## config.mk

```make
export PLATFORM = sky130hd
export DESIGN_NAME = uart_irq_regs
export DESIGN_NICKNAME = d
export VERILOG_FILES = /design/src/rtl/uart_irq_pkg.sv /design/src/rtl/uart_irq_ctrl.sv /design/src/rtl/uart_irq_dp.sv /design/src/rtl/uart_irq_regs.sv
export SDC_FILE = /design/constraint.sdc
export NUM_CORES = 1
export LEC_CHECK = 0
export ABC_AREA = 1
export BUFFER_PORTS_ARGS = -buffer_cell sky130_fd_sc_hd__buf_2
export CORE_UTILIZATION = 53
export DETAILED_ROUTE_END_ITERATION = 16
export PLACE_DENSITY = 0.86
export RECOVER_POWER = 25
export SETUP_SLACK_MARGIN = 0.2
export SYNTH_ARGS = -nofsm -noshare
export SYNTH_HDL_FRONTEND = slang
export SYNTH_SLANG_ARGS = --single-unit
```

## constraint.sdc

```tcl
create_clock -name clk -period 2.4 [get_ports clk]
set_clock_uncertainty 0.05 [all_clocks]
set_input_delay 0.48 -clock clk [delete_from_list [all_inputs] [get_ports clk]]
set_output_delay 0.48 -clock clk [all_outputs]
set_load 0.05 [all_outputs]
```

## src/rtl/uart_irq_pkg.sv

```systemverilog
package uart_irq_pkg;
  localparam int DATA_W    = 32;
  localparam int MODEM_W   = 4;
  localparam int ERR_W     = 4;
  localparam int B_RX      = 0;
  localparam int B_TX      = 1;
  localparam int B_RT      = 2;
  localparam int MODEM_LSB = 3;
  localparam int ERR_LSB   = MODEM_LSB + MODEM_W;
  localparam int RAW_W     = ERR_LSB + ERR_W;
  localparam int LINE_N    = 6;

  localparam int INT_DIV_W  = 16;
  localparam int FRAC_DIV_W = 6;
  localparam int IRDA_W     = 8;
  localparam int FIFO_LVL_W = 6;
  localparam logic [FIFO_LVL_W-1:0] FIFO_LVL_RST = 6'h12;

  localparam int ID_COUNT = 8;
  localparam int ID_IDX_W = $clog2(ID_COUNT);
  localparam logic [8*ID_COUNT-1:0] ID_DEFAULT = 64'h4D2E_9107_C35A_18F6;

  // word indices (byte offset / 4)
  localparam int W_DATA   = 0;
  localparam int W_INTDIV = 4;
  localparam int W_FRAC   = 5;
  localparam int W_IRDA   = 6;
  localparam int W_FIFO   = 7;
  localparam int W_MASK   = 8;
  localparam int W_RAW    = 9;
  localparam int W_MASKED = 10;
  localparam int W_CLEAR  = 11;

  typedef enum logic [3:0] {
    SEL_ZERO, SEL_INTDIV, SEL_FRAC, SEL_IRDA, SEL_FIFO,
    SEL_MASK, SEL_RAW, SEL_MASKED, SEL_ID
  } rdSel_e;

  typedef struct packed {
    logic                wrData;
    logic                wrIntDiv;
    logic                wrFrac;
    logic                wrIrda;
    logic                wrFifo;
    logic                wrMask;
    logic                wrClear;
    logic                rdEn;
    rdSel_e              rdSel;
    logic [ID_IDX_W-1:0] idIdx;
  } ctrlStrobe_t;

  // Status bits feeding each output line: 0 combined, 1 rx, 2 tx, 3 timeout, 4 modem, 5 error
  function automatic logic [RAW_W-1:0] lineMask(input int k);
    logic [RAW_W-1:0] m;
    m = '0;
    case (k)
      0:       m = '1;
      1:       m[B_RX] = 1'b1;
      2:       m[B_TX] = 1'b1;
      3:       m[B_RT] = 1'b1;
      4:       m[MODEM_LSB +: MODEM_W] = '1;
      default: m[ERR_LSB +: ERR_W] = '1;
    endcase
    return m;
  endfunction
endpackage

```

## src/rtl/uart_irq_ctrl.sv

```systemverilog
module uart_irq_ctrl
  import uart_irq_pkg::*;
#(
  parameter int ADDR_W = 12
) (
  input  logic              busValid,
  input  logic              busWrite,
  input  logic [ADDR_W-1:0] busAddr,
  output ctrlStrobe_t       strobe
);
  localparam int WORD_W = ADDR_W - 2;
  localparam logic [WORD_W-1:0] ID_BASE = WORD_W'((2 ** WORD_W) - ID_COUNT);

  logic [WORD_W-1:0] wordIdx;
  logic [1:0]        unusedByteLane;
  logic              isRd;
  logic              isWr;
  logic              idHit;

  assign wordIdx        = busAddr[ADDR_W-1:2];
  assign unusedByteLane = busAddr[1:0];
  assign isRd           = busValid && !busWrite;
  assign isWr           = busValid && busWrite;
  assign idHit          = wordIdx >= ID_BASE;

  always_comb begin
    strobe       = '0;
    strobe.rdSel = SEL_ZERO;
    strobe.rdEn  = isRd;
    strobe.idIdx = wordIdx[ID_IDX_W-1:0];
    if (idHit) begin
      if (isRd) strobe.rdSel = SEL_ID;
    end else begin
      case (wordIdx)
        WORD_W'(W_DATA):   strobe.wrData   = isWr;
        WORD_W'(W_INTDIV): begin strobe.wrIntDiv = isWr; if (isRd) strobe.rdSel = SEL_INTDIV; end
        WORD_W'(W_FRAC):   begin strobe.wrFrac   = isWr; if (isRd) strobe.rdSel = SEL_FRAC;   end
        WORD_W'(W_IRDA):   begin strobe.wrIrda   = isWr; if (isRd) strobe.rdSel = SEL_IRDA;   end
        WORD_W'(W_FIFO):   begin strobe.wrFifo   = isWr; if (isRd) strobe.rdSel = SEL_FIFO;   end
        WORD_W'(W_MASK):   begin strobe.wrMask   = isWr; if (isRd) strobe.rdSel = SEL_MASK;   end
        WORD_W'(W_RAW):    if (isRd) strobe.rdSel = SEL_RAW;
        WORD_W'(W_MASKED): if (isRd) strobe.rdSel = SEL_MASKED;
        WORD_W'(W_CLEAR):  strobe.wrClear = isWr;
        default: ;
      endcase
    end
  end
endmodule

```

## src/rtl/uart_irq_dp.sv

```systemverilog
module uart_irq_dp
  import uart_irq_pkg::*;
#(
  parameter logic [8*ID_COUNT-1:0] ID_TABLE = ID_DEFAULT
) (
  input  logic               clk,
  input  logic               rstN,
  input  ctrlStrobe_t        strobe,
  input  logic [DATA_W-1:0]  busWdata,
  input  logic               evRx,
  input  logic               evTx,
  input  logic               evRxTimeout,
  input  logic [MODEM_W-1:0] evModem,
  input  logic [ERR_W-1:0]   evErr,
  output logic [DATA_W-1:0]  busRdata,
  output logic [RAW_W-1:0]   rawQ,
  output logic [RAW_W-1:0]   maskQ,
  output logic [LINE_N-1:0]  irqVec
);
  logic [INT_DIV_W-1:0]  intDivQ;
  logic [FRAC_DIV_W-1:0] fracDivQ;
  logic [IRDA_W-1:0]     irdaQ;
  logic [FIFO_LVL_W-1:0] fifoLvlQ;
  logic [RAW_W-1:0]      setVec;
  logic [RAW_W-1:0]      clrVec;
  logic [RAW_W-1:0]      maskedVec;
  logic [DATA_W-1:0]     rdMux;
  logic [DATA_W-1:0]     unusedWdata;

  assign unusedWdata = busWdata;
  assign setVec    = {evErr, evModem, evRxTimeout, evTx | strobe.wrData, evRx};
  assign clrVec    = strobe.wrClear ? busWdata[RAW_W-1:0] : '0;
  assign maskedVec = rawQ & maskQ;

  always_ff @(posedge clk) begin
    if (!rstN) begin
      rawQ     <= '0;
      maskQ    <= '0;
      intDivQ  <= '0;
      fracDivQ <= '0;
      irdaQ    <= '0;
      fifoLvlQ <= FIFO_LVL_RST;
    end else begin
      rawQ <= (rawQ & ~clrVec) | setVec;
      if (strobe.wrMask)   maskQ    <= busWdata[RAW_W-1:0];
      if (strobe.wrIntDiv) intDivQ  <= busWdata[INT_DIV_W-1:0];
      if (strobe.wrFrac)   fracDivQ <= busWdata[FRAC_DIV_W-1:0];
      if (strobe.wrIrda)   irdaQ    <= busWdata[IRDA_W-1:0];
      if (strobe.wrFifo)   fifoLvlQ <= busWdata[FIFO_LVL_W-1:0];
    end
  end

  always_comb begin
    rdMux = '0;
    case (strobe.rdSel)
      SEL_INTDIV: rdMux = DATA_W'(intDivQ);
      SEL_FRAC:   rdMux = DATA_W'(fracDivQ);
      SEL_IRDA:   rdMux = DATA_W'(irdaQ);
      SEL_FIFO:   rdMux = DATA_W'(fifoLvlQ);
      SEL_MASK:   rdMux = DATA_W'(maskQ);
      SEL_RAW:    rdMux = DATA_W'(rawQ);
      SEL_MASKED: rdMux = DATA_W'(maskedVec);
      SEL_ID:     rdMux = DATA_W'(ID_TABLE[8*strobe.idIdx +: 8]);
      default:    rdMux = '0;
    endcase
  end

  always_ff @(posedge clk) begin
    if (!rstN)            busRdata <= '0;
    else if (strobe.rdEn) busRdata <= rdMux;
    else                  busRdata <= '0;
  end

  for (genvar k = 0; k < LINE_N; k++) begin : g_line
    localparam logic [RAW_W-1:0] SEL = lineMask(k);
    assign irqVec[k] = |(maskedVec & SEL);
  end
endmodule

```

## src/rtl/uart_irq_regs.sv

```systemverilog
module uart_irq_regs
  import uart_irq_pkg::*;
#(
  parameter int ADDR_W = 12,
  parameter logic [8*ID_COUNT-1:0] ID_TABLE = ID_DEFAULT
) (
  input  logic               clk,
  input  logic               rstN,
  input  logic               busValid,
  input  logic               busWrite,
  input  logic [ADDR_W-1:0]  busAddr,
  input  logic [DATA_W-1:0]  busWdata,
  output logic [DATA_W-1:0]  busRdata,
  input  logic               evRx,
  input  logic               evTx,
  input  logic               evRxTimeout,
  input  logic [MODEM_W-1:0] evModem,
  input  logic [ERR_W-1:0]   evErr,
  output logic               irqAll,
  output logic               irqRx,
  output logic               irqTx,
  output logic               irqRxTimeout,
  output logic               irqModem,
  output logic               irqErr
);
  ctrlStrobe_t       strobe;
  logic [RAW_W-1:0]  rawQ;
  logic [RAW_W-1:0]  maskQ;
  logic [LINE_N-1:0] irqVec;

  uart_irq_ctrl #(.ADDR_W(ADDR_W)) ctrl_i (
    .busValid(busValid), .busWrite(busWrite), .busAddr(busAddr), .strobe(strobe)
  );

  uart_irq_dp #(.ID_TABLE(ID_TABLE)) dp_i (
    .clk(clk), .rstN(rstN), .strobe(strobe), .busWdata(busWdata),
    .evRx(evRx), .evTx(evTx), .evRxTimeout(evRxTimeout), .evModem(evModem), .evErr(evErr),
    .busRdata(busRdata), .rawQ(rawQ), .maskQ(maskQ), .irqVec(irqVec)
  );

  assign irqAll       = irqVec[0];
  assign irqRx        = irqVec[1];
  assign irqTx        = irqVec[2];
  assign irqRxTimeout = irqVec[3];
  assign irqModem     = irqVec[4];
  assign irqErr       = irqVec[5];
endmodule

```

[Word level (Yosys, flattened, before mapping)]
Cells that the tools add are included.
Storage, ports and cells
  bits in registers: 90
  bits of input ports: 59
  output and inout port bits: 38
  word-level logic and storage cells: 58
Operators by class
  $lt $le $gt $ge: 1
  eq/ne operators: 16
  shift operators: 1
  mux-type cells: 20
  bitwise logic cells: 5
  reduce and logical (&&, ||, !) cells: 8
Operator list (number)
  case mux 16 bit (8 select lines): 1
  variable part select 64 x 7 -> 8 bit, first input constant: 1
  == test 10 x 3 -> 1 bit, second input constant: 4
  == test 10 x 4 -> 1 bit, second input constant: 4
  case mux 4 bit (7 select lines): 1
  AND 11 bit: 2
  == test 4 x 3 -> 1 bit, second input constant: 4
  two-way mux 3 bit: 4
  two-way mux 11 bit: 1
  NOT 11 bit: 1
  bitwise OR 11 bit: 1
  OR reduction 11 bit: 1
  greater-or-equal comparator 10 bit, second input constant: 1
  logical NOT 10 bit: 1
  == test 4 x 2 -> 1 bit, second input constant: 2
  two-way mux 1 bit: 8
  two-way mux 4 bit: 2
  OR reduction 4 bit: 2
  two-way mux 7 bit: 1
  == test 4 x 1 -> 1 bit, second input constant: 1
  == test 4 bit, second input constant: 1
  two-way mux 2 bit: 2
  logical AND 1 bit: 2
  AND reduction 2 bit: 1
  other kinds (2): 2

[Longest topological paths before layout]
Gate-level depths: netlist of the first run.
  depth in word-level cells: 7
  depth in mapped cells: 14
  depth with buffers taken out: 13

[By module]
From an unflattened synthesis of the first run, not the netlist that was laid out.
Unflattened totals
  cell total of the unflattened synthesis: 529
  area total of the unflattened synthesis: 3621.0 um2
Modules (own cells, without submodules)
  uart_irq_dp: instances 1, cells an instance 473, area an instance 3368.2 um2, seq. area each 1481.4 um2
  uart_irq_ctrl: instances 1, cells an instance 56, area an instance 252.7 um2, seq. area each 0.0 um2

[Least setup slack after synthesis of the first run]
No wires, ideal clock.
  kind: input -> register
  start: input port busAddr[3]
  end: register dp_i.busRdata[1]
  setup time: 0.066 ns
  arrival time: 1.978 ns
  data required time: 2.284 ns
  slack: 0.306 ns
  stages: 14
  buffers on the path: 1
  cells stage by stage: inv_1 ha_1 o21ai_2 inv_2 nand2_4 nand3_4 nand2_4 nand2_4 nor2_4 nor2_2 nand3_2 nand2_2 buf_6 a21oi_2
Between the ends
  cells in the longest elaborated chain, start to end: 5
  elaborated cells between the ends (all ways): 20
  those cells by class: order compare: 1; eq/ne: 15; shift: 1; mux: 3
RTL lines
  start: declaration: RTL line uart_irq_regs.sv:11  | input logic [ADDR_W-1:0] busAddr,
  branches (longest 4 deep; another with greater-or-equal comparator 10 bit)
  case mux 16 bit (8 select lines) *: RTL line uart_irq_dp.sv:55  | case (strobe.rdSel)
  end signal: assignment: RTL line uart_irq_dp.sv:70  | else if (strobe.rdEn) busRdata <= rdMux;
  end: declaration: RTL line uart_irq_dp.sv:15  | output logic [DATA_W-1:0] busRdata,
Every way passes the cells marked *.
A chain may end at the register's enable or synchronous reset.

[Worst setup path in the final report of the first run]
  start: input port busAddr[7]
  end: register dp_i.busRdata[10]
Between the ends
  cells in the longest elaborated chain, start to end: 5
  elaborated cells between the ends (all ways): 19
  those cells by class: order compare: 1; eq/ne: 15; mux: 3
RTL lines
  branches (longest 2 deep; another with greater-or-equal comparator 10 bit)
  two-way mux 4 bit *: RTL line uart_irq_ctrl.sv:31  | if (idHit) begin
  == test 4 bit (tied with other cells): RTL line uart_irq_dp.sv:55
  case mux 16 bit (8 select lines) *: RTL line uart_irq_dp.sv:55
Marks and branches as above.

==> insert_results.sql, run 1 <==
INSERT INTO impl_metrics (metric_group, metric, value, unit) VALUES
('global_routing', 'grt_pass1_wl', '15800', 'um'),
('die', 'die-area', '0.00764', 'mm^2'),
('timing', 'worst-slew-pin-transition', '0.645', 'ns'),
('critical_path', 'r2r_setup_slack', '1.35', 'ns'),
('synth', 'synthesis.area', '0.00386', 'mm^2'),
('cts', 'path_clk_slew', '0.08', 'ns'),
('drt', 'antenna_nets_post_route', '0', ''),
('cells_and_area', 'num_antenna_cells', '0', ''),
('cells_and_area', 'flow.area_growth_from_synthesis', '16.2', '%'),
('critical_path', 'rr_startpoint', 'dp_i.maskQ[1]', ''),
('timing', 'slew_headroom', '0.570', ''),
('global_routing', 'antenna_found_initial', '0', ''),
('synth', 'ys_async_sr_fraction', '0', ''),
('timing', 'rsz0062_at_grt', 'true', ''),
('synth', 'yosysUniqueCellTypes', '34', ''),
('cts', 'tritoncts', 'done', ''),
('critical_path', 'endpoint_kind', 'register', ''),
('synth', 'count_of_flip_flops_with_a_built_in_enable_after_synthesis', '0', ''),
('timing', 'layout_worst_path_cycle_share', '0.902', ''),
('drt', 'routed_wire_length_per_instance', '14.2', 'um'),
('place', 'place.port_buffers', '62', ''),
('cts', 'worst_skew_pair_latency', '0.35', 'ns'),
('die', 'io_pins', '97', ''),
('cts', 'tritoncts_num_sinks', '74', ''),
('cells_and_area', 'fill_cells', '588', ''),
('die', 'initial_core_util', '0.560', ''),
('critical_path', 'critical_path_class', 'in2reg', ''),
('cts', 'clock_tree.root_cell', 'sky130_fd_sc_hd__clkbuf_8', ''),
('die', 'chipHeight', '87.4', 'um'),
('global_routing', 'largest_net_degree_at_the_start_of_global_routing', '48', ''),
('timing', 'setup_tns', '0', 'ns'),
('cells_and_area', 'final_common_cell', 'sky130_fd_sc_hd__nand2_1', ''),
('synth', 'ff_latch_count_synth', '74', ''),
('status', 'status', 'finished clean', ''),
('timing', 'fin_hold_ws', '0.303', 'ns'),
('synth', 'synthesis.yosys.warnings', '0', ''),
('drt', 'drt_wl_total', '10000', 'um'),
('min_path', 'min_path_type', 'in2reg', ''),
('synth', 'netlist_instances', '522', ''),
('critical_path', 'crit_fanout', '14', ''),
('critical_path', 'critical_path.startpoint', 'busAddr[7]', ''),
('timing', 'final_hold_viol_count', '0', ''),
('global_routing', 'grt_pass1_vias', '3403', ''),
('drt', 'viasPerCell', '5.30', ''),
('power', 'ir_drop', '0.386', 'mV'),
('die', 'placeableCoreArea', '0.00691', 'mm^2'),
('power', 'power_density', '516', 'mW/mm^2'),
('cts', 'cts_inserted_buffers', '9', ''),
('synth', 'seq_area_frac_synth', '0.383', ''),
('critical_path', 'setup.worst_path.start_class', 'input pin', ''),
('power', 'p_total', '2320', 'uW'),
('timing', 'max_freq', '462', 'MHz'),
('cts', 'cts_hold_repair.buffers', '0', ''),
('place', 'place_hpwl', '7240', 'um'),
('cts', 'max-clock-path-buffers', '2', ''),
('global_routing', 'grt_remaining_overflow', '0', ''),
('drt', 'via_count', '3723', ''),
('power', 'cellLeakagePower', '0.00218', 'uW'),
('timing', 'final_max_slew_viol_count', '0', ''),
('min_path', 'hold_start', 'evModem[2]', ''),
('drt', 'first_iter_violations', '308', ''),
('critical_path', 'worstPathArrival', '2.41', 'ns'),
('cts', 'cts.htree.levels', '3', ''),
('critical_path', 'crit_required', '2.65', 'ns'),
('synth', 'postSynth.topFlopCell', 'sky130_fd_sc_hd__dfxtp_1', ''),
('die', 'core.rowCount', '30', ''),
('drt', 'detail_route.drc_violations', '0', ''),
('cells_and_area', 'layout.cells.most_common_list', 'sky130_fd_sc_hd__nand2_1 (114), sky130_fd_sc_hd__dfxtp_1 (74), sky130_fd_sc_hd__o21ai_0 (60), sky130_fd_sc_hd__a21oi_1 (57), sky130_fd_sc_hd__buf_2 (48)', ''),
('run', 'drv.max_cap_violation_count', '0', ''),
('cells_and_area', 'ratio_of_cells_with_drive_above_1_in_the_final_layout', '0.250', ''),
('cells_and_area', 'finish.utilization', '0.650', ''),
('place', 'preCtsSetupSlack', '-0.0964', 'ns'),
('die', 'die_w', '87.4', 'um'),
('synth', 'synth_area_per_cell', '7.40', 'um^2'),
('timing', 'final_setup_slack_of_the_worst_path', '0.235', 'ns'),
('cells_and_area', 'num-nets-final', '666', ''),
('timing', 'min_period', '2.16', 'ns'),
('place', 'gpl.final_weighted_congestion', '0.872', ''),
('drt', 'detail_route.first_pass.iterations', '5', ''),
('timing', 'final-setup-viol-count', '0', ''),
('global_routing', 'track_usage', '0.276', '');
synthesized netlist by cell type, types with 9 or more instances:
library cell	n	share of area
sky130_fd_sc_hd__a21oi_1	58	0.075
sky130_fd_sc_hd__buf_4	20	0.039
sky130_fd_sc_hd__clkbuf_1	9	0.0087
sky130_fd_sc_hd__dfxtp_1	74	0.38
sky130_fd_sc_hd__inv_1	43	0.042
sky130_fd_sc_hd__nand2_1	114	0.11
sky130_fd_sc_hd__nand3_1	9	0.012
sky130_fd_sc_hd__nand4_1	10	0.016
sky130_fd_sc_hd__nor2_1	35	0.034
sky130_fd_sc_hd__nor2_2	11	0.018
sky130_fd_sc_hd__nor2_4	11	0.032
sky130_fd_sc_hd__o21ai_0	60	0.078
critical path, cell delays in order:
cell and delay [ns]:
sky130_fd_sc_hd__buf_2 0.10, sky130_fd_sc_hd__nor2_1 0.12, sky130_fd_sc_hd__nand2_2 0.14, sky130_fd_sc_hd__nor2_1 0.41
sky130_fd_sc_hd__nand2_4 0.12, sky130_fd_sc_hd__nand3_4 0.13, sky130_fd_sc_hd__nand2_4 0.10, sky130_fd_sc_hd__inv_2 0.23
sky130_fd_sc_hd__nand3_1 0.19, sky130_fd_sc_hd__o21ai_0 0.20, sky130_fd_sc_hd__a21oi_1 0.10, sky130_fd_sc_hd__nor2_2 0.08
state kept, by name, indices dropped and copies added, names as in the netlist:
signal	count
dp_i.busRdata	16
dp_i.fifoLvlQ	6
dp_i.fracDivQ	6
dp_i.intDivQ	16
dp_i.irdaQ	8
dp_i.maskQ	11
dp_i.rawQ	11
per-layer routing:
metal | vias up | GRT usage | wire, um
met3 | 36 | 0.0758 | 842
met2 | 188 | 0.472 | 4910
met5 | - | 0 | 0
li1 | 1829 | - | -
met4 | 0 | 0.128 | 288
met1 | 1670 | 0.319 | 3960
layout make-up:
class,count,area [um^2],area share
Multi-Input combinational cell,376,2010,0.447
Sequential cell,74,1480,0.330
Timing Repair Buffer,90,512,0.114
Inverter,51,198,0.0440
Clock buffer,11,141,0.0315
Tap cell,96,120,0.0267
Clock inverter,5,30.0,0.00669
power by group:
part,switching [uW],total (uW),internal (uW)
combinational,154,213,59.4
clock,457,855,398
sequential,9.84,1250,1240
total,621,2320,1700
stage by stage:
stage / area, um^2 / std cells
final: 4490 / 703
after floorplan: 3920 / 537
after CTS: 4510 / 703
after global placement: 4340 / 687
after global routing: 4490 / 703
after detailed placement: 4340 / 687
what timing repair did:
item | in CTS | in global routing
endpoints found under the setup margin | 0 | 11
gates resized for setup | 0 | 4
endpoints found under the hold margin | 0 | 0
setup buffers | 0 | 0
final timing paths:
kind,end,cells after the start
max,dp_i.busRdata[10],12
min,dp_i.rawQ[5],3
max reg2reg,dp_i.busRdata[1],6
min reg2reg,dp_i.busRdata[14],2
logic make-up after synthesis:
kind of cell    after synthesis  synth area share
fa+ha+maj                     5            0.0162
buf+inv                      87             0.112
compound gates              135             0.193
other cells                   1          0.000970
simple gates                220             0.294
flops                        74             0.383
Power figures use the tool's default switching activity.
==> run 2, diff against run 1 <==
--- a/config.mk
+++ b/config.mk
@@ -6,10 +6,10 @@
 export NUM_CORES = 1
 export LEC_CHECK = 0
 export ABC_AREA = 1
-export BUFFER_PORTS_ARGS = -buffer_cell sky130_fd_sc_hd__buf_2
-export CORE_UTILIZATION = 53
+export CORE_UTILIZATION = 55
 export DETAILED_ROUTE_END_ITERATION = 16
-export PLACE_DENSITY = 0.86
+export DONT_BUFFER_PORTS = 1
+export PLACE_DENSITY = 0.76
 export RECOVER_POWER = 25
 export SETUP_SLACK_MARGIN = 0.2
 export SYNTH_ARGS = -nofsm -noshare
==> run 2 against run 1 <==
  * Sequential share of layout area up 2.4 points
  * Combinational power shrank 30%
  * Register-to-register slack worse by 0.24 ns
  * Via count fell by 10%
  * Die area decreased by 3.5%
  * Sequential power about the same
  * Setup slack improved by 0.071 ns
  * Worst hold slack got worse by 0.12 ns
  * Sequential cell count did not move
  * Maximum frequency is 3.4% higher
  * Total power grew 7.2%
  * Non-clock buffer count decreased by 72
==> insert_results.sql, run 2 (same netlist as run 1, synthesis figures left out) <==
INSERT INTO impl_metrics (metric_group, metric, value, unit) VALUES
('die', 'initial_core_util', '0.569', ''),
('run', 'drv.max_cap_violation_count', '0', ''),
('cells_and_area', 'layout.cells.most_common_list', 'sky130_fd_sc_hd__nand2_1 (115), sky130_fd_sc_hd__dfxtp_1 (74), sky130_fd_sc_hd__o21ai_0 (60), sky130_fd_sc_hd__a21oi_1 (58), sky130_fd_sc_hd__inv_1 (43)', ''),
('critical_path', 'cp_cell_sequence', 'nand2_1 > inv_1 > nor4_1 > nand4_1 > buf_4', ''),
('power', 'share_seq_of_total_power', '0.503', ''),
('timing', 'min_period', '2.09', 'ns'),
('drt', 'detail_route.drc_violations', '0', ''),
('status', 'status', 'finished clean', ''),
('cells_and_area', 'sequential_cell_area_in_the_final_layout', '0.00148', 'mm^2'),
('die', 'placeableCoreArea', '0.00679', 'mm^2'),
('cells_and_area', 'ratio_of_cells_with_drive_above_1_in_the_final_layout', '0.172', ''),
('timing', 'setup_tns', '0', 'ns'),
('min_path', 'hold_path_depth', '1', ''),
('cts', 'cts_hold_repair.buffers', '0', ''),
('timing', 'fin_hold_ws', '0.182', 'ns'),
('power', 'power.switching_fraction', '0.242', ''),
('drt', 'antenna_nets_post_route', '0', ''),
('cts', 'clock_tree.root_cell', 'sky130_fd_sc_hd__clkbuf_8', ''),
('critical_path', 'endpoint_kind', 'output pin', ''),
('place', 'place_hpwl', '6540', 'um'),
('critical_path', 'worstPathArrival', '1.56', 'ns'),
('critical_path', 'crit_fanout', '3', ''),
('cells_and_area', 'num_antenna_cells', '0', ''),
('global_routing', 'grt_pass1_vias', '3069', ''),
('place', 'placement.cell_area', '0.00397', 'mm^2'),
('global_routing', 'antenna_found_initial', '0', ''),
('power', 'internal-power', '1880', 'uW'),
('place', 'place.port_buffers', '0', ''),
('critical_path', 'crit_required', '1.87', 'ns'),
('die', 'die_w', '85.8', 'um'),
('drt', 'detail_route.first_pass.iterations', '4', ''),
('cts', 'tritoncts_num_sinks', '74', ''),
('timing', 'worst-slew-pin-transition', '0.581', 'ns'),
('critical_path', 'timing.critical_path.max_delay_family', 'simple AND/OR/NAND/NOR gates', ''),
('cts', 'cts.htree.levels', '3', ''),
('critical_path', 'cpMaxStageDelayCell', 'sky130_fd_sc_hd__nor4_1', ''),
('place', 'preCtsSetupSlack', '0.0136', 'ns'),
('global_routing', 'largest_net_degree_at_the_start_of_global_routing', '49', ''),
('cts', 'cts.repair_timing.setup_buffer_count', '0', ''),
('drt', 'first_iter_violations', '224', ''),
('drt', 'routed_wire_length_per_instance', '14.5', 'um'),
('drt', 'drt_wl_total', '9130', 'um'),
('power', 'p_sw', '601', 'uW'),
('critical_path', 'critical_path_class', 'reg2out', ''),
('timing', 'rsz0062_at_grt', 'false', ''),
('timing', 'layout_worst_path_cycle_share', '0.872', ''),
('cts', 'max-clock-path-buffers', '2', ''),
('cells_and_area', 'multi_input_area', '0.00200', 'mm^2'),
('power', 'power.combinational.fraction', '0.060', ''),
('die', 'core.rowCount', '30', ''),
('critical_path', 'cp.buffers_inverters', '2', ''),
('power', 'power_density', '595', 'mW/mm^2'),
('cells_and_area', 'num-nets-final', '594', ''),
('global_routing', 'grt_pass1_wl', '15000', 'um'),
('power', 'cellLeakagePower', '0.00195', 'uW'),
('cells_and_area', 'reg.largest.list', 'dp_i.busRdata (16), dp_i.intDivQ (16)', ''),
('critical_path', 'critical-path-max-stage-delay', '0.38', 'ns'),
('timing', 'slew_headroom', '0.611', ''),
('timing', 'final-setup-viol-count', '0', ''),
('critical_path', 'rr_startpoint', 'dp_i.rawQ[0]', ''),
('die', 'io_pins', '97', ''),
('cts', 'path_clk_slew', '0.08', 'ns'),
('cells_and_area', 'finish.utilization', '0.615', ''),
('min_path', 'min_path_type', 'in2reg', ''),
('cts', 'worst_skew_pair_latency', '0.36', 'ns'),
('die', 'chipHeight', '85.8', 'um'),
('global_routing', 'grt_remaining_overflow', '0', ''),
('min_path', 'hold_start', 'rstN', ''),
('timing', 'final_max_slew_viol_count', '0', ''),
('drt', 'viasPerCell', '5.31', ''),
('global_routing', 'track_usage', '0.265', ''),
('critical_path', 'cp.depth', '5', ''),
('die', 'die-area', '0.00737', 'mm^2'),
('critical_path', 'critical_path.startpoint', 'dp_i.rawQ[0]', ''),
('timing', 'max_freq', '478', 'MHz'),
('cells_and_area', 'flow.area_growth_from_synthesis', '8.19', '%'),
('timing', 'final_setup_slack_of_the_worst_path', '0.306', 'ns'),
('critical_path', 'setup.worst_path.start_class', 'register', ''),
('power', 'ir_drop', '0.436', 'mV'),
('cells_and_area', 'final_common_cell', 'sky130_fd_sc_hd__nand2_1', ''),
('place', 'gpl.final_weighted_congestion', '0.877', ''),
('cells_and_area', 'fill_cells', '602', ''),
('cells_and_area', 'fin_area', '0.00418', 'mm^2'),
('drt', 'via_count', '3348', ''),
('power', 'share_clk_of_total_power', '0.437', ''),
('cts', 'tritoncts', 'done', ''),
('timing', 'final_hold_viol_count', '0', ''),
('cts', 'cts_inserted_buffers', '9', ''),
('critical_path', 'worstRegToRegCells', '7', '');
run 2: path summary, 6_finish.rpt:
check	to	slack, ns
worst max-delay path	irqAll	0.31
worst min-delay path	dp_i.fifoLvlQ[1]	0.18
worst max register to register	dp_i.busRdata[0]	1.11
worst min register to register	dp_i.busRdata[15]	0.40
run 2: power groups by stage:
| stage | Combinational [uW] | Sequential, uW | Clock, uW |
|---|---|---|---|
| after global placement | 148 | 1280 | 0 |
| final | 149 | 1250 | 1090 |
| after floorplan | 164 | 1280 | 0 |
| after global routing | 161 | 1250 | 1150 |
| after detailed placement | 151 | 1280 | 0 |
| after CTS | 151 | 1250 | 1100 |
run 2: cell type report:
cell class / instances / area share
clock buffers: 10 / 0.0329
repair buffers: 18 / 0.0374
multi-input cells: 376 / 0.478
clock inverters: 6 / 0.0215
well taps: 96 / 0.0287
inverters: 51 / 0.0473
flip-flops and latches: 74 / 0.354
run 2: worst register-to-register path: cells and delay by family, from the launching register on:
kind | cells | cell delay (ns)
DFF | 1 | 0.36
and+or+nand+nor | 4 | 0.30
buffers and inverters | 2 | 0.29
AOI/OAI and AO/OA | 1 | 0.20
run 2: repair_timing:
item / 4_1_cts / 5_1_grt
setup endpoints to repair: 0 / 1
endpoints found under the hold margin: 0 / 0
resized for setup: 0 / 1
run 2: stage by stage:
step	power, uW	instances
6_report	2490	631
3_5_place_dp	1430	615
4_1_cts	2500	631
5_1_grt	2560	631
2_1_floorplan	1440	537
3_3_place_gp	1430	615
run 2: routing by layer:
layer / up-vias / wire, um / track usage
li1: 1683 / - / -
met1: 1530 / 3780 / 0.333
met2: 110 / 4510 / 0.441
met3: 25 / 573 / 0.0568
met4: 0 / 260 / 0.115
met5: - / 0 / 0
==> run 3, diff against run 2 <==
--- a/config.mk
+++ b/config.mk
@@ -5,11 +5,11 @@
 export SDC_FILE = /design/constraint.sdc
 export NUM_CORES = 1
 export LEC_CHECK = 0
-export ABC_AREA = 1
-export CORE_UTILIZATION = 55
+export ABC_AREA = 0
+export BUFFER_PORTS_ARGS = -buffer_cell sky130_fd_sc_hd__buf_2
+export CORE_UTILIZATION = 35
 export DETAILED_ROUTE_END_ITERATION = 16
-export DONT_BUFFER_PORTS = 1
-export PLACE_DENSITY = 0.76
+export PLACE_DENSITY = 0.63
 export RECOVER_POWER = 25
 export SETUP_SLACK_MARGIN = 0.2
 export SYNTH_ARGS = -nofsm -noshare
==> run 3 against run 2 <==
  * Clock-buffer cell count shrank 1
  * Worst hold slack improved by 0.092 ns
  * Sequential power is essentially flat
  * First-iteration DRC count is 31% higher
  * Highest routed layer unchanged
  * Sequential cell count did not move
  * Sequential share of layout area fell by 3.6 points
  * Total power increased by 4.4%
  * Maximum frequency fell by 8.6%
  * Synthesized cell count is 15% lower
  * Register-to-register slack got worse by 0.24 ns
==> insert_results.sql, run 3 <==
INSERT INTO impl_metrics (metric_group, metric, value, unit) VALUES
('die', 'die-area', '0.0113', 'mm^2'),
('die', 'chipHeight', '106', 'um'),
('timing', 'final-setup-viol-count', '0', ''),
('cts', 'cts.htree.levels', '3', ''),
('critical_path', 'cp_cell_sequence', 'a22oi_2 > nand2_2 > nor2_2 > or4b_4 > buf_8', ''),
('synth', 'seq_area_frac_synth', '0.390', ''),
('synth', 'synth_largest_type_area_fraction', '0.390', ''),
('critical_path', 'worstRegToRegCells', '6', ''),
('die', 'core.rowCount', '37', ''),
('die', 'io_pins', '97', ''),
('critical_path', 'worstPathArrival', '1.76', 'ns'),
('cts', 'tritoncts', 'done', ''),
('global_routing', 'antenna_found_initial', '0', ''),
('timing', 'final_max_slew_viol_count', '0', ''),
('drt', 'viasPerCell', '5.15', ''),
('synth', 'synthesis.area', '0.00380', 'mm^2'),
('cells_and_area', 'num-nets-final', '594', ''),
('global_routing', 'grt_pass1_wl', '16400', 'um'),
('global_routing', 'largest_net_degree_at_the_start_of_global_routing', '59', ''),
('drt', 'detail_route.first_pass.iterations', '4', ''),
('drt', 'routed_wire_length_per_instance', '14.9', 'um'),
('run', 'drv.max_cap_violation_count', '0', ''),
('cts', 'cts_inserted_buffers', '9', ''),
('cells_and_area', 'ratio_of_cells_with_drive_above_1_in_the_final_layout', '0.237', ''),
('timing', 'max_freq', '436', 'MHz'),
('critical_path', 'rr_startpoint', 'dp_i.rawQ[1]', ''),
('critical_path', 'cpMaxStageDelayCell', 'sky130_fd_sc_hd__or4b_4', ''),
('synth', 'synth.top_cells.by_count', 'sky130_fd_sc_hd__nand2_1 (80), sky130_fd_sc_hd__dfxtp_1 (74), sky130_fd_sc_hd__a21boi_0 (43)', ''),
('power', 'ir_drop', '0.201', 'mV'),
('die', 'initial_core_util', '0.365', ''),
('critical_path', 'critical_path_class', 'reg2out', ''),
('timing', 'slew_headroom', '0.601', ''),
('synth', 'synth_area_per_cell', '8.58', 'um^2'),
('cells_and_area', 'final_common_cell', 'sky130_fd_sc_hd__nand2_1', ''),
('min_path', 'hold_start', 'evModem[0]', ''),
('critical_path', 'rr_endpoint', 'dp_i.busRdata[1]', ''),
('critical_path', 'r2r_setup_slack', '0.87', 'ns'),
('timing', 'fin_hold_ws', '0.274', 'ns'),
('synth', 'synth_area_leaders', 'sky130_fd_sc_hd__dfxtp_1 (39%), sky130_fd_sc_hd__a21boi_0 (8.5%), sky130_fd_sc_hd__nand2_1 (7.9%)', ''),
('die', 'die_w', '106', 'um'),
('drt', 'via_count', '3457', ''),
('status', 'status', 'finished clean', ''),
('power', 'cellLeakagePower', '0.00187', 'uW'),
('critical_path', 'crit_required', '1.87', 'ns'),
('critical_path', 'critical-path-max-stage-delay', '0.47', 'ns'),
('drt', 'first_iter_violations', '294', ''),
('drt', 'detail_route.drc_violations', '0', ''),
('cells_and_area', 'flow.area_growth_from_synthesis', '23.5', '%'),
('cells_and_area', 'num_antenna_cells', '0', ''),
('drt', 'antenna_nets_post_route', '0', ''),
('synth', 'postSynth.topFlopCell', 'sky130_fd_sc_hd__dfxtp_1', ''),
('place', 'place.port_buffers', '62', ''),
('cts', 'tritoncts_num_sinks', '74', ''),
('power', 'power_density', '553', 'mW/mm^2'),
('synth', 'netlist_instances', '443', ''),
('synth', 'count_of_flip_flops_with_a_built_in_enable_after_synthesis', '0', ''),
('synth', 'yosys.cell_count.top_type', 'sky130_fd_sc_hd__nand2_1', ''),
('min_path', 'hold_path_depth', '2', ''),
('power', 'p_total', '2600', 'uW'),
('cts', 'clock_tree.root_cell', 'sky130_fd_sc_hd__clkbuf_8', ''),
('synth', 'ys_async_sr_fraction', '0', ''),
('global_routing', 'track_usage', '0.185', ''),
('place', 'place_hpwl', '7550', 'um'),
('cells_and_area', 'fill_cells', '1069', ''),
('die', 'placeableCoreArea', '0.0104', 'mm^2'),
('global_routing', 'grt_pass1_vias', '3287', ''),
('cts', 'path_clk_slew', '0.09', 'ns'),
('drt', 'drt_wl_total', '10000', 'um'),
('timing', 'rsz0062_at_grt', 'true', ''),
('timing', 'min_period', '2.29', 'ns'),
('min_path', 'min_path_type', 'in2reg', ''),
('critical_path', 'setup.worst_path.start_class', 'register', ''),
('cts', 'cts_hold_repair.buffers', '0', ''),
('cells_and_area', 'reg.largest.list', 'dp_i.busRdata (16), dp_i.intDivQ (16)', ''),
('synth', 'yosysUniqueCellTypes', '53', ''),
('synth', 'ff_latch_count_synth', '74', ''),
('cts', 'worst_skew_pair_latency', '0.36', 'ns'),
('timing', 'layout_worst_path_cycle_share', '0.955', ''),
('critical_path', 'endpoint_kind', 'output pin', ''),
('synth', 'synthesis.yosys.warnings', '0', ''),
('min_path', 'min_delay_worst_endpoint', 'dp_i.rawQ[3]', ''),
('timing', 'final_hold_viol_count', '0', ''),
('global_routing', 'grt_remaining_overflow', '0', ''),
('cells_and_area', 'layout.cells.most_common_list', 'sky130_fd_sc_hd__nand2_1 (78), sky130_fd_sc_hd__dfxtp_1 (68), sky130_fd_sc_hd__a21boi_0 (43), sky130_fd_sc_hd__buf_4 (42), sky130_fd_sc_hd__buf_2 (40)', ''),
('cts', 'max-clock-path-buffers', '2', ''),
('critical_path', 'crit_fanout', '3', ''),
('timing', 'worst-slew-pin-transition', '0.601', 'ns'),
('synth', 'synth_area_leader', 'sky130_fd_sc_hd__dfxtp_1', ''),
('place', 'gpl.final_weighted_congestion', '0.851', '');
==> run 3: cell types whose count changed after synthesis, sizes merged, moves of 13 or more <==
cell and delta:
inv -38, mux2i +13, nor2 -49, nand3 +21, nand2 -47, a22o +13, a21boi +45, o21ai -60
nor2b +13, a21oi -63
==> run 3: power by group <==
| group | switching [uW] | internal [uW] | total, uW |
|---|---|---|---|
| clock | 537 | 502 | 1040 |
| combinational | 192 | 111 | 303 |
| sequential | 15.7 | 1240 | 1250 |
==> run 3: metal layers <==
layer / global-route usage / share of wire / vias to the layer above / routed length [um]
li1: - / - / 1720 / -
met1: 0.240 / 0.45 / 1605 / 4510
met2: 0.305 / 0.47 / 115 / 4730
met3: 0.0288 / 0.057 / 17 / 569
met4: 0.0774 / 0.020 / 0 / 200
met5: 0 / 0 / - / 0
==> run 3: how the worst max path moves through the flow <==
stage	from	to	cells past startpoint
2_1_floorplan	busAddr[3]	dp_i.busRdata[2]	9
3_3_place_gp	busAddr[2]	dp_i.busRdata[2]	8
3_5_place_dp	busAddr[2]	dp_i.busRdata[0]	8
4_1_cts	dp_i.maskQ[9]	irqAll	5
5_1_grt	dp_i.maskQ[5]	irqAll	5
6_report	dp_i.maskQ[5]	irqAll	5
==> run 3: final cells by class <==
| class | count | area [um^2] | share of cell area |
|---|---|---|---|
| multi-input cells | 326 | 2120 | 0.452 |
| flip-flops and latches | 74 | 1490 | 0.318 |
| repair buffers | 107 | 653 | 0.139 |
| well taps | 136 | 170 | 0.0362 |
| clock buffers | 9 | 124 | 0.0264 |
| clock inverters | 7 | 85.1 | 0.0181 |
| inverters | 12 | 45.0 | 0.00959 |
==> run 3: cells by family (layout without fill, tap and decap cells) <==
group                    after synthesis  in the layout  share of synthesized area
AO/OA/AOI/OAI                        123            123                      0.253
adder cells (fa/ha/maj)                5              5                     0.0165
buffers and inverters                 58            135                     0.0793
flip-flops                            74             74                      0.390
multiplexers                          13             13                     0.0342
other                                  1             16                   0.000987
AND/OR/NAND/NOR                      169            169                      0.226
==> run 3: through the flow <==
step	std cells	TNS, ns	instance area [um^2]	util	worst slack (ns)
finish	671	0	4700	0.451	0.109
global route	671	0	4700	0.451	0.0664
CTS	669	0	4700	0.451	0.0808
detailed placement	651	-0.663	4430	0.426	-0.0822
global placement	651	-0.0316	4430	0.426	-0.0171
floorplan	458	0	3880	-	0.181
==> run 3: worst max-delay path: cells and delay by family (launching register included) <==
kind,cells,cell delay (ns)
simple gates,3,0.68
flops,1,0.36
compound gates,1,0.19
buf+inv,1,0.17
==> run 3: what timing repair did <==
action	in CTS	in global routing
pin swaps	4	4
gates resized for setup	14	4
endpoints found under the setup margin	1	12
buffers inserted	2	2
